## src/rtl/wstat_pkg.sv

```systemverilog
package wstat_pkg;
  typedef enum logic [1:0] {
    PH_IDLE   = 2'd0,
    PH_BUSY   = 2'd1,
    PH_SETTLE = 2'd2
  } phase_e;
endpackage

```

## src/rtl/wstat_ctrl.sv

```systemverilog
module wstat_ctrl
  import wstat_pkg::*;
#(
  parameter int SETTLE_CYC = 100,
  localparam int CW = (SETTLE_CYC < 2) ? 1 : $clog2(SETTLE_CYC)
) (
  input  logic       clk_i,
  input  logic       rst_ni,
  input  logic       busy_i,
  input  logic       op_erase_i,
  input  logic       prog_bit7_i,
  output phase_e     phase_o,
  output logic       erase_o,
  output logic       pbit7_o
);
  phase_e          phase_q;
  logic [CW-1:0]   cnt_q;
  logic            erase_q, pbit7_q;
  logic            start;

  assign start = busy_i && (phase_q != PH_BUSY);

  always_ff @(posedge clk_i or negedge rst_ni) begin
    if (!rst_ni) begin
      phase_q <= PH_IDLE;
      cnt_q   <= '0;
      erase_q <= 1'b0;
      pbit7_q <= 1'b0;
    end else begin
      if (start) begin
        phase_q <= PH_BUSY;
        erase_q <= op_erase_i;
        pbit7_q <= prog_bit7_i;
      end else begin
        case (phase_q)
          PH_BUSY: if (!busy_i) begin
            phase_q <= (SETTLE_CYC == 0) ? PH_IDLE : PH_SETTLE;
            cnt_q   <= CW'(SETTLE_CYC - 1);
          end
          PH_SETTLE: begin
            if (cnt_q == '0) phase_q <= PH_IDLE;
            else             cnt_q   <= cnt_q - 1'b1;
          end
          default: ;
        endcase
      end
    end
  end

  assign phase_o = phase_q;
  assign erase_o = erase_q;
  assign pbit7_o = pbit7_q;


  busy_entry_chk: assert property (@(posedge clk_i) disable iff (!rst_ni)
    (busy_i && phase_q != PH_BUSY) |=> (phase_q == PH_BUSY));

  capture_hold_chk: assert property (@(posedge clk_i) disable iff (!rst_ni)
    (phase_q == PH_BUSY && $past(phase_q) == PH_BUSY) |-> ($stable(pbit7_q) && $stable(erase_q)));

  settle_bound_chk: assert property (@(posedge clk_i) disable iff (!rst_ni)
    (phase_q == PH_SETTLE) |-> (int'(cnt_q) < SETTLE_CYC));
endmodule

```

## src/rtl/wstat_toggle.sv

```systemverilog
module wstat_toggle (
  input  logic clk_i,
  input  logic rst_ni,
  input  logic rd_strobe_i,
  input  logic busy_ph_i,
  output logic tog_o
);
  logic tog_q;

  always_ff @(posedge clk_i or negedge rst_ni) begin
    if (!rst_ni)                      tog_q <= 1'b0;
    else if (rd_strobe_i && busy_ph_i) tog_q <= ~tog_q;
  end

  assign tog_o = tog_q;


  tog_hold_chk: assert property (@(posedge clk_i) disable iff (!rst_ni)
    !rd_strobe_i |=> $stable(tog_o));

  tog_flip_chk: assert property (@(posedge clk_i) disable iff (!rst_ni)
    (rd_strobe_i && busy_ph_i) |=> (tog_o != $past(tog_o)));
endmodule

```

## src/rtl/wstat_mux.sv

```systemverilog
module wstat_mux
  import wstat_pkg::*;
#(
  parameter logic [5:0] FILLER = 6'h00
) (
  input  phase_e     phase_i,
  input  logic       erase_i,
  input  logic       pbit7_i,
  input  logic       tog_i,
  input  logic [7:0] array_data_i,
  output logic [7:0] rd_data_o
);
  always_comb begin
    case (phase_i)
      PH_BUSY:   rd_data_o = {(erase_i ? 1'b0 : ~pbit7_i), tog_i, FILLER};
      PH_SETTLE: rd_data_o = {array_data_i[7], tog_i, FILLER};
      default:   rd_data_o = array_data_i;
    endcase
  end
endmodule

```

## src/rtl/wstat_resp.sv

```systemverilog
module wstat_resp
  import wstat_pkg::*;
#(
  parameter int         SETTLE_CYC = 100,
  parameter logic [5:0] FILLER     = 6'h00
) (
  input  logic       clk_i,
  input  logic       rst_ni,
  input  logic       busy_i,
  input  logic       op_erase_i,
  input  logic [7:0] prog_data_i,
  input  logic       rd_strobe_i,
  input  logic [7:0] array_data_i,
  output logic [7:0] rd_data_o
);
  phase_e phase;
  logic   erase, pbit7, tog;

  wstat_ctrl #(.SETTLE_CYC(SETTLE_CYC)) u_ctrl (
    .clk_i       (clk_i),
    .rst_ni      (rst_ni),
    .busy_i      (busy_i),
    .op_erase_i  (op_erase_i),
    .prog_bit7_i (prog_data_i[7]),
    .phase_o     (phase),
    .erase_o     (erase),
    .pbit7_o     (pbit7)
  );

  wstat_toggle u_tog (
    .clk_i       (clk_i),
    .rst_ni      (rst_ni),
    .rd_strobe_i (rd_strobe_i),
    .busy_ph_i   (phase == PH_BUSY),
    .tog_o       (tog)
  );

  wstat_mux #(.FILLER(FILLER)) u_mux (
    .phase_i      (phase),
    .erase_i      (erase),
    .pbit7_i      (pbit7),
    .tog_i        (tog),
    .array_data_i (array_data_i),
    .rd_data_o    (rd_data_o)
  );


  erase_poll_chk: assert property (@(posedge clk_i) disable iff (!rst_ni)
    (phase == PH_BUSY && erase) |-> (rd_data_o[7] == 1'b0));

  filler_chk: assert property (@(posedge clk_i) disable iff (!rst_ni)
    (phase != PH_IDLE) |-> (rd_data_o[5:0] == FILLER));
endmodule

```

## config.mk

```make
export PLATFORM = sky130hd
export DESIGN_NAME = wstat_resp
export DESIGN_NICKNAME = d
export VERILOG_FILES = /design/src/rtl/wstat_pkg.sv /design/src/rtl/wstat_ctrl.sv /design/src/rtl/wstat_toggle.sv /design/src/rtl/wstat_mux.sv /design/src/rtl/wstat_resp.sv
export SDC_FILE = /design/constraint.sdc
export NUM_CORES = 1
export LEC_CHECK = 0
export ABC_AREA = 1
export BUFFER_PORTS_ARGS = -buffer_cell sky130_fd_sc_hd__buf_4
export CAP_MARGIN = 20
export CORE_MARGIN = 5
export CORE_UTILIZATION = 25
export DETAILED_ROUTE_END_ITERATION = 8
export PLACE_DENSITY = 0.51
export SLEW_MARGIN = 40
export SYNTH_ARGS = -nofsm -noshare
export SYNTH_HDL_FRONTEND = slang
export SYNTH_SLANG_ARGS = --single-unit
```

## constraint.sdc

```tcl
create_clock -name clk_i -period 1.2 [get_ports clk_i]
set_input_delay 0.18 -clock clk_i [delete_from_list [all_inputs] [get_ports clk_i]]
set_output_delay 0.18 -clock clk_i [all_outputs]
set_load 0.05 [all_outputs]
```

==> qor.csv, run 1 <==
stage;metric;value;unit
sta;setup_viol;20;
worst_setup_path;r2r-end;u_tog.tog_o;
global_routing;grt.total_usage;0.1128;
sta;whs;0.1428;ns
worst_setup_path;r2r_cells;10;
worst_setup_path;endpoint_kind;output port;
worst_setup_path;path_max_fanout;4;
power_and_ir_drop;intPower;2.382;mW
flow_run;maxCapViolations;0;
power_and_ir_drop;irDropWorstVdd;0.001038;V
layout;stdcell_count;199;
power_and_ir_drop;switching_share;0.4845;
power_and_ir_drop;comb_power_share;0.789;
power_and_ir_drop;share_seq_of_total_power;0.158;
sta;drv_slew;0;
worst_setup_path;r2r_setup_slack;-0.36;ns
worst_hold_path;holdPathEnd;u_ctrl.erase_o;
die;rows;20;
drt;drt_iter0_drc;22;
global_routing;overflow;0;
worst_setup_path;worstSetupStartpointType;flip-flop;
drt;routedWlPerCell;11.35;um
power_and_ir_drop;p_switching;2.238;mW
synthesis;ys_ff_latch;12;
layout;layout.nets;182;
sta;setup_slack;-0.4201;ns
cts;clockBufferDepth;2;
synthesis;syn_inst;108;
global_routing;antenna_found_initial;0;
die;die_x;67.04;um
synthesis;synth.distinct_cells;19;
worst_setup_path;arrival;1.44;ns
drt;vias;858;
die;die_area;4494;um^2
cts;cts_sinks;12;
sta;finalClockSkew;0.001221;ns
layout;layout_common_cells;29 x buf_4, 22 x nand2_1, 12 x dfrtp_1, 11 x nand3_1, 9 x nand2_2;
cts;cts_tree;built;
die;start_util;0.2642;
sta;rsz0062_at_grt;true;
drt;viasPerCell;4.312;
synthesis;synth_warnings;0;
placement;numPlacedInstances;187;
layout;final_common_cell;buf_4;
worst_hold_path;hold_path.startpoint;op_erase_i;
drt;dr.pass1.iters;4;
worst_setup_path;crit_type;flip-flop to output port;
sta;period_minus_slack;1.620;ns
drt;drcViolationCount;0;
synthesis;synth.avg_cell_area;7.530;um^2
cts;clk_pin_slew;0.07;ns
die;core-area;3078;um^2
cts;clk_latency;0.27;ns
power_and_ir_drop;power.density;3153;nW/um^2
synthesis;syn-num-nets;133;
sta;max_slew_margin;0.8458;
sta;worstMarginPinSlew;0.2304;ns
global_routing;grt_pass1_wl;3.850;mm
cts;ctsRootBufferMaster;clkbuf_4;
layout;diodes;0;
power_and_ir_drop;p_clk_frac;0.053;
status;status;finished, violations left;
worst_hold_path;hold_class;input pin to flip-flop;
synthesis;ys_seq_area_frac;0.3692;
power_and_ir_drop;total_power;4.620;mW
sta;hold_violations;0;
die;die_y;67.04;um
layout;drive_above_1_share;0.5613;
placement;numPortBuffers;21;
placement;hpwl;1.558;mm
sta;period_share;1.350;
worst_setup_path;critPathRequiredTime;1.02;ns
cts;cts_buffers;3;
global_routing;grt_pass1_vias;876;
power_and_ir_drop;power_leakage;0.7395;nW
layout;syn2layout_area_growth;80.15;%
drt;wl;2.259;mm
status;violations;negative setup slack;
cts;h-tree-depth;1;
synthesis;syn_area;813.3;um^2
drt;ant_nets;0;
global_routing;grt_max_degree;13;
die;ios;29;
placement;globalplace.congestion;0.7800;
worst_setup_path;r2r_start;u_ctrl.phase_o[1];
worst_hold_path;holdPathStages;2;
sta;timing.fmax;0.6172;GHz
==> cell families after synthesis <==
logic type | count (synthesis) | synth area share
compound gates | 7 | 0.05077
xor+xnor | 2 | 0.02154
fa+ha+maj | 4 | 0.06154
buf+inv | 19 | 0.08768
flops | 12 | 0.3692
mux | 2 | 0.02769
simple gates | 62 | 0.3815
==> critical path, cell delays in order (launching register included) <==
cell     delay, ns
dfrtp_1       0.43
buf_6         0.14
inv_4         0.04
ha_4          0.15
nor2_4        0.05
o31ai_4       0.18
buf_6         0.19
==> Yosys cell counts, drive strengths merged <==
cell    instances  area share
o31ai           1      0.0092
nand3          13       0.086
ha              4       0.062
xor2            2       0.022
dfrtp          12        0.37
inv            18       0.083
clkbuf          1      0.0046
mux2            2       0.028
nor2b           1       0.011
nand2          36        0.19
nor2           10       0.075
o21ai           6       0.042
nand4           2       0.015
==> cell type report <==
type | instances | area [um^2]
Timing Repair Buffer | 45 | 422.9
Tap cell | 44 | 55.05
Clock buffer | 3 | 22.52
Inverter | 18 | 75.07
Sequential cell | 12 | 300.3
Fill cell | 296 | 1613
Multi-Input combinational cell | 77 | 589.3
==> per-layer routing <==
layer / vias up / track usage / share of wire
met5: - / 0 / 0
met4: 0 / 0.04557 / 0.0062
met3: 2 / 0.01855 / 0.056
met2: 26 / 0.2086 / 0.52
met1: 396 / 0.1256 / 0.42
li1: 434 / - / -
==> metrics by stage <==
stage            util  TNS [ns]  setup slack (ns)  area [um^2]
6_report       0.4760    -6.820           -0.4201         1465
5_1_grt        0.4760    -8.305           -0.4941         1465
4_1_cts        0.4573    -6.514           -0.4071         1408
3_5_place_dp   0.3793    -3.955           -0.2849         1167
3_3_place_gp   0.3793    -3.744           -0.2598         1167
2_1_floorplan       -    -2.216           -0.3279        855.8
==> power groups by stage <==
stage,combinational (mW),sequential [mW],clock [mW]
after floorplan,1.80,0.695,0
after global placement,2.53,0.710,0
after detailed placement,2.55,0.715,0
after CTS,3.32,0.719,0.258
after global routing,3.91,0.759,0.278
final,3.64,0.731,0.245
==> how the worst max path moves through the flow <==
| stage | startpoint | end | slack (ns) | depth (start not counted) |
|---|---|---|---|---|
| CTS | u_ctrl.phase_o[1] | rd_data_o[6] | -0.41 | 6 |
| global placement | u_ctrl.phase_o[0] | rd_data_o[7] | -0.26 | 6 |
| finish | u_ctrl.phase_o[1] | rd_data_o[6] | -0.42 | 6 |
| detailed placement | u_ctrl.phase_o[0] | rd_data_o[7] | -0.28 | 6 |
| floorplan | u_ctrl.phase_o[1] | rd_data_o[6] | -0.33 | 3 |
| global route | u_ctrl.phase_o[1] | rd_data_o[6] | -0.49 | 6 |
==> what timing repair did <==
item                       4_1_cts  5_1_grt
setup buffers                   10        0
pin swaps                        7        4
hold endpoints to repair        12        0
gates resized for setup         35       26
setup endpoints to repair       20       20
hold buffers                     1        0
==> registers in the layout, indices dropped and copies added, names as in the netlist <==
signal and count:
u_tog.tog_o 1, u_ctrl.pbit7_o 1, u_ctrl.erase_o 1, u_ctrl.cnt_q 7, u_ctrl.phase_o 2
No activity file was read; power rests on OpenSTA's default activity.
==> run 2, diff against run 1 <==
BUFFER_PORTS_ARGS = unset   (was -buffer_cell sky130_fd_sc_hd__buf_4)
DONT_BUFFER_PORTS = 1   (was unset)
PLACE_DENSITY = 0.44   (was 0.51)
==> qor.csv, run 2 (synthesis results as in run 1) <==
stage;metric;value;unit
status;status;finished, violations left;
status;violations;negative setup slack;
cts;h-tree-depth;1;
sta;period_share;1.359;
sta;setup_slack;-0.4309;ns
drt;dr.pass1.iters;6;
die;die_x;67.04;um
sta;timing.fmax;0.6132;GHz
die;die_area;4494;um^2
layout;layout.nets;164;
layout;fillers;309;
placement;globalplace.congestion;0.7442;
worst_setup_path;slowest_stage;dfrtp_1;
drt;viasPerCell;4.519;
layout;layout_common_cells;20 x nand2_1, 15 x buf_4, 12 x dfrtp_1, 11 x nand3_1;
global_routing;grt_pass1_vias;763;
layout;final_common_cell;nand2_1;
placement;dp_slack;-0.2516;ns
sta;max_slew_margin;0.6363;
worst_setup_path;r2r_setup_slack;-0.42;ns
layout;largest_reg_flops;7;
sta;worstMarginPinSlew;0.5438;ns
layout;drive_above_1_share;0.5036;
sta;drv_slew;0;
power_and_ir_drop;power.density;3395;nW/um^2
placement;numPortBuffers;0;
layout;multiInputGateArea;606.8;um^2
global_routing;antenna_found_initial;0;
die;rows;20;
global_routing;grt.total_usage;0.09765;
sta;hold_violations;0;
layout;syn2layout_area_growth;70.31;%
die;ios;29;
cts;clk_latency;0.27;ns
drt;vias;818;
sta;rsz0062_at_grt;true;
layout;utilization;0.4500;
drt;drcViolationCount;0;
worst_setup_path;path_cells;ha_4, o21ai_1, buf_4, o21ai_4, buf_12;
worst_setup_path;worstSetupStartpointType;flip-flop;
global_routing;met2_usage;0.1644;
worst_setup_path;critPathRequiredTime;1.02;ns
power_and_ir_drop;power_leakage;0.6816;nW
worst_setup_path;path_max_fanout;5;
die;die_y;67.04;um
flow_run;maxCapViolations;0;
global_routing;grt_pass1_wl;3.332;mm
cts;clk_pin_slew;0.07;ns
layout;top_register;u_ctrl.cnt_q;
cts;cts_tree;built;
cts;cts_buffers;3;
cts;cts_sinks;12;
cts;ctsRootBufferMaster;clkbuf_4;
global_routing;overflow;0;
drt;drt_iter0_drc;6;
drt;wl;2.136;mm
global_routing;grt_use_met1;0.1181;
sta;period_minus_slack;1.631;ns
power_and_ir_drop;irDropWorstVdd;0.0009510;V
global_routing;use_met3;0.02867;
die;start_util;0.2642;
global_routing;grt_busiest_layer;met2;
cts;clockBufferDepth;2;
worst_setup_path;endpoint_kind;output port;
global_routing;grt_max_degree;13;
sta;whs;0.06030;ns
placement;hpwl;1.560;mm
worst_hold_path;hold_class;input pin to flip-flop;
power_and_ir_drop;total_power;4.702;mW
sta;finalClockSkew;0.0009987;ns
drt;routedWlPerCell;11.80;um
worst_setup_path;crit_type;flip-flop to output port;
layout;seqCellArea;300.3;um^2
worst_setup_path;arrival;1.45;ns
layout;diodes;0;
worst_setup_path;critical_path.max_stage_delay;0.43;ns
die;core-area;3078;um^2
drt;ant_nets;0;
sta;setup_viol;19;
run 2: cell types whose count changed in the layout (fill, tap and decap cells not counted), moves of 2 or more:
cell and change:
buf_12 +9, buf_4 -14, buf_6 -6, buf_8 -7, nand2_1 -2, nand2_2 -2
nand2_4 +4
run 2: routing by layer:
layer  share of wire  vias up  wire (um)
li1                -      402          -
met1            0.41      390        880
met2            0.50       24       1077
met3           0.080        2        171
met4          0.0033        0          7
met5               0        -          0
run 2: cell type report:
cell class,count,area share
Sequential cell,12,0.2168
Clock buffer,3,0.01626
Inverter,18,0.05420
Tap cell,44,0.03975
Timing Repair Buffer,27,0.2349
Multi-Input combinational cell,77,0.4381
run 2: metrics by stage:
stage | TNS (ns) | area [um^2] | std cells
after global routing | -8.181 | 1385 | 181
final | -7.005 | 1385 | 181
after floorplan | -2.216 | 855.8 | 108
after global placement | -3.799 | 1170 | 174
after detailed placement | -4.020 | 1170 | 174
after CTS | -6.393 | 1314 | 180
run 2: path summary, 6_finish.rpt:
kind	endpoint	cells after the start	start
worst max-delay path	rd_data_o[7]	5	u_ctrl.phase_o[1]
worst min-delay path	u_ctrl.erase_o	1	op_erase_i
worst max register to register	u_ctrl.cnt_q[2]	11	u_ctrl.phase_o[1]
worst min register to register	u_ctrl.cnt_q[0]	2	u_ctrl.cnt_q[0]
max in group asynchronous	u_ctrl.cnt_q[4]	1	rst_ni
min in group asynchronous	u_ctrl.cnt_q[0]	1	rst_ni
run 2: worst max-delay path, delay by kind of cell, from the launching register on:
family | cells | cell delay, ns
DFF | 1 | 0.43
adders and majority gates | 1 | 0.34
buffers and inverters | 2 | 0.29
AOI/OAI and AO/OA | 2 | 0.13
run 2: what timing repair did:
action                                  in CTS  in global routing
resized for setup                           30                 17
pin swaps                                    8                 12
endpoints found under the setup margin      19                 19
hold buffers                                 1                  0
setup buffers                                2                  1
hold endpoints to repair                    12                  0
run 2: power breakdown:
part	internal [mW]	total (mW)	switching, mW
clock	0.116	0.245	0.129
combinational	1.76	3.75	1.99
sequential	0.579	0.704	0.126
==> run 3, diff against run 2 <==
SKIP_CTS_REPAIR_TIMING = 1   (was unset)
TNS_END_PERCENT = 1   (was unset)
==> qor.csv, run 3 (synthesis results as in run 1) <==
stage;metric;value;unit
worst_setup_path;arrival;1.48;ns
placement;globalplace.congestion;0.7757;
worst_setup_path;r2r_setup_slack;-0.28;ns
layout;layout_common_cells;30 x nand2_1, 15 x buf_4, 12 x nand3_1, 12 x dfrtp_1, 11 x inv_1;
worst_setup_path;worstSetupStartpointType;flip-flop;
drt;dr.pass1.iters;4;
layout;layout.nets;164;
sta;setup_viol;19;
layout;top_register;u_ctrl.cnt_q;
cts;cts_tree;built;
drt;drcViolationCount;0;
sta;worstMarginPinSlew;0.5524;ns
worst_setup_path;path_max_fanout;4;
cts;clk_pin_slew;0.08;ns
sta;hold_violations;0;
placement;numPortBuffers;0;
worst_setup_path;endpoint_kind;output port;
die;die_x;67.04;um
die;rows;20;
drt;routedWlPerCell;11.31;um
layout;final_common_cell;nand2_1;
die;start_util;0.2642;
cts;clk_latency;0.27;ns
cts;cts_sinks;12;
power_and_ir_drop;total_power;4.275;mW
global_routing;antenna_found_initial;0;
worst_setup_path;critPathRequiredTime;1.02;ns
layout;utilization;0.4146;
layout;largest_reg_flops;7;
layout;drive_above_1_share;0.4088;
sta;drv_slew;0;
placement;dp_slack;-0.2664;ns
sta;finalClockSkew;0.004983;ns
status;violations;negative setup slack;
global_routing;overflow;0;
power_and_ir_drop;power_leakage;0.6420;nW
sta;rsz0062_at_grt;true;
placement;hpwl;1.636;mm
sta;max_slew_margin;0.6305;
die;core-area;3078;um^2
sta;period_minus_slack;1.658;ns
cts;clockBufferDepth;2;
die;die_area;4494;um^2
die;ios;29;
cts;h-tree-depth;1;
flow_run;maxCapViolations;0;
sta;timing.fmax;0.6031;GHz
worst_setup_path;crit_type;flip-flop to output port;
layout;syn2layout_area_growth;56.92;%
die;die_y;67.04;um
cts;cts_buffers;3;
global_routing;grt_max_degree;13;
power_and_ir_drop;power.density;3350;nW/um^2
worst_hold_path;hold_class;input pin to flip-flop;
layout;diodes;0;
global_routing;grt_pass1_wl;3.291;mm
drt;drt_iter0_drc;9;
global_routing;grt_pass1_vias;760;
drt;viasPerCell;4.238;
global_routing;grt.total_usage;0.09877;
sta;setup_slack;-0.4580;ns
power_and_ir_drop;irDropWorstVdd;0.0009089;V
drt;vias;767;
sta;period_share;1.382;
status;status;finished, violations left;
drt;wl;2.048;mm
drt;ant_nets;0;
cts;ctsRootBufferMaster;clkbuf_4;
-- run 3: cell counts in the layout (fill, tap and decap cells not counted) --
Identical to the previous run, type by type.
-- run 3: through the flow --
step	hold WS (ns)	std cells	area (um^2)	TNS [ns]
3_5_place_dp	-0.1151	175	1195	-3.942
4_1_cts	-0.4195	178	1217	-6.775
6_report	0.05381	181	1276	-5.822
2_1_floorplan	-0.1156	108	848.3	-3.045
5_1_grt	0.04347	181	1276	-7.494
3_3_place_gp	-0.1152	175	1195	-3.714
-- run 3: power breakdown --
part           switching, mW  internal [mW]  total, mW
combinational           1.75           1.55       3.30
clock                  0.138          0.116      0.254
sequential             0.141          0.578      0.719
total                   2.03           2.25       4.28
-- run 3: critical path, cell delays in order, from the launching register on --
cell	delay, ns
dfrtp_1	0.43
inv_1	0.08
ha_2	0.21
buf_4	0.12
nand2_2	0.05
o21ai_4	0.16
buf_12	0.15
-- run 3: final cells by class --
| type | count | area (um^2) |
|---|---|---|
| clock buffer | 3 | 22.52 |
| fill | 315 | 1802 |
| inverter | 18 | 67.56 |
| multi-input combinational | 77 | 496.7 |
| sequential | 12 | 300.3 |
| tap | 44 | 55.05 |
| timing repair buffer | 27 | 334.1 |
-- run 3: metal layers --
| layer | track usage | share of wire | up-vias |
|---|---|---|---|
| li1 | - | - | 394 |
| met2 | 0.1791 | 0.49 | 23 |
| met5 | 0 | 0 | - |
| met4 | 0.04557 | 0.015 | 0 |
| met3 | 0.02698 | 0.089 | 4 |
| met1 | 0.1041 | 0.41 | 346 |
-- run 3: final timing paths --
check | start | end | cells after the start
setup / recovery | u_ctrl.phase_o[1] | rd_data_o[7] | 6
hold / removal | op_erase_i | u_ctrl.erase_o | 1
setup reg to reg | u_ctrl.phase_o[1] | u_ctrl.cnt_q[2] | 8
hold reg to reg | u_ctrl.cnt_q[0] | u_ctrl.cnt_q[0] | 2
max in group asynchronous | rst_ni | u_ctrl.cnt_q[4] | 1
min in group asynchronous | rst_ni | u_ctrl.cnt_q[1] | 1
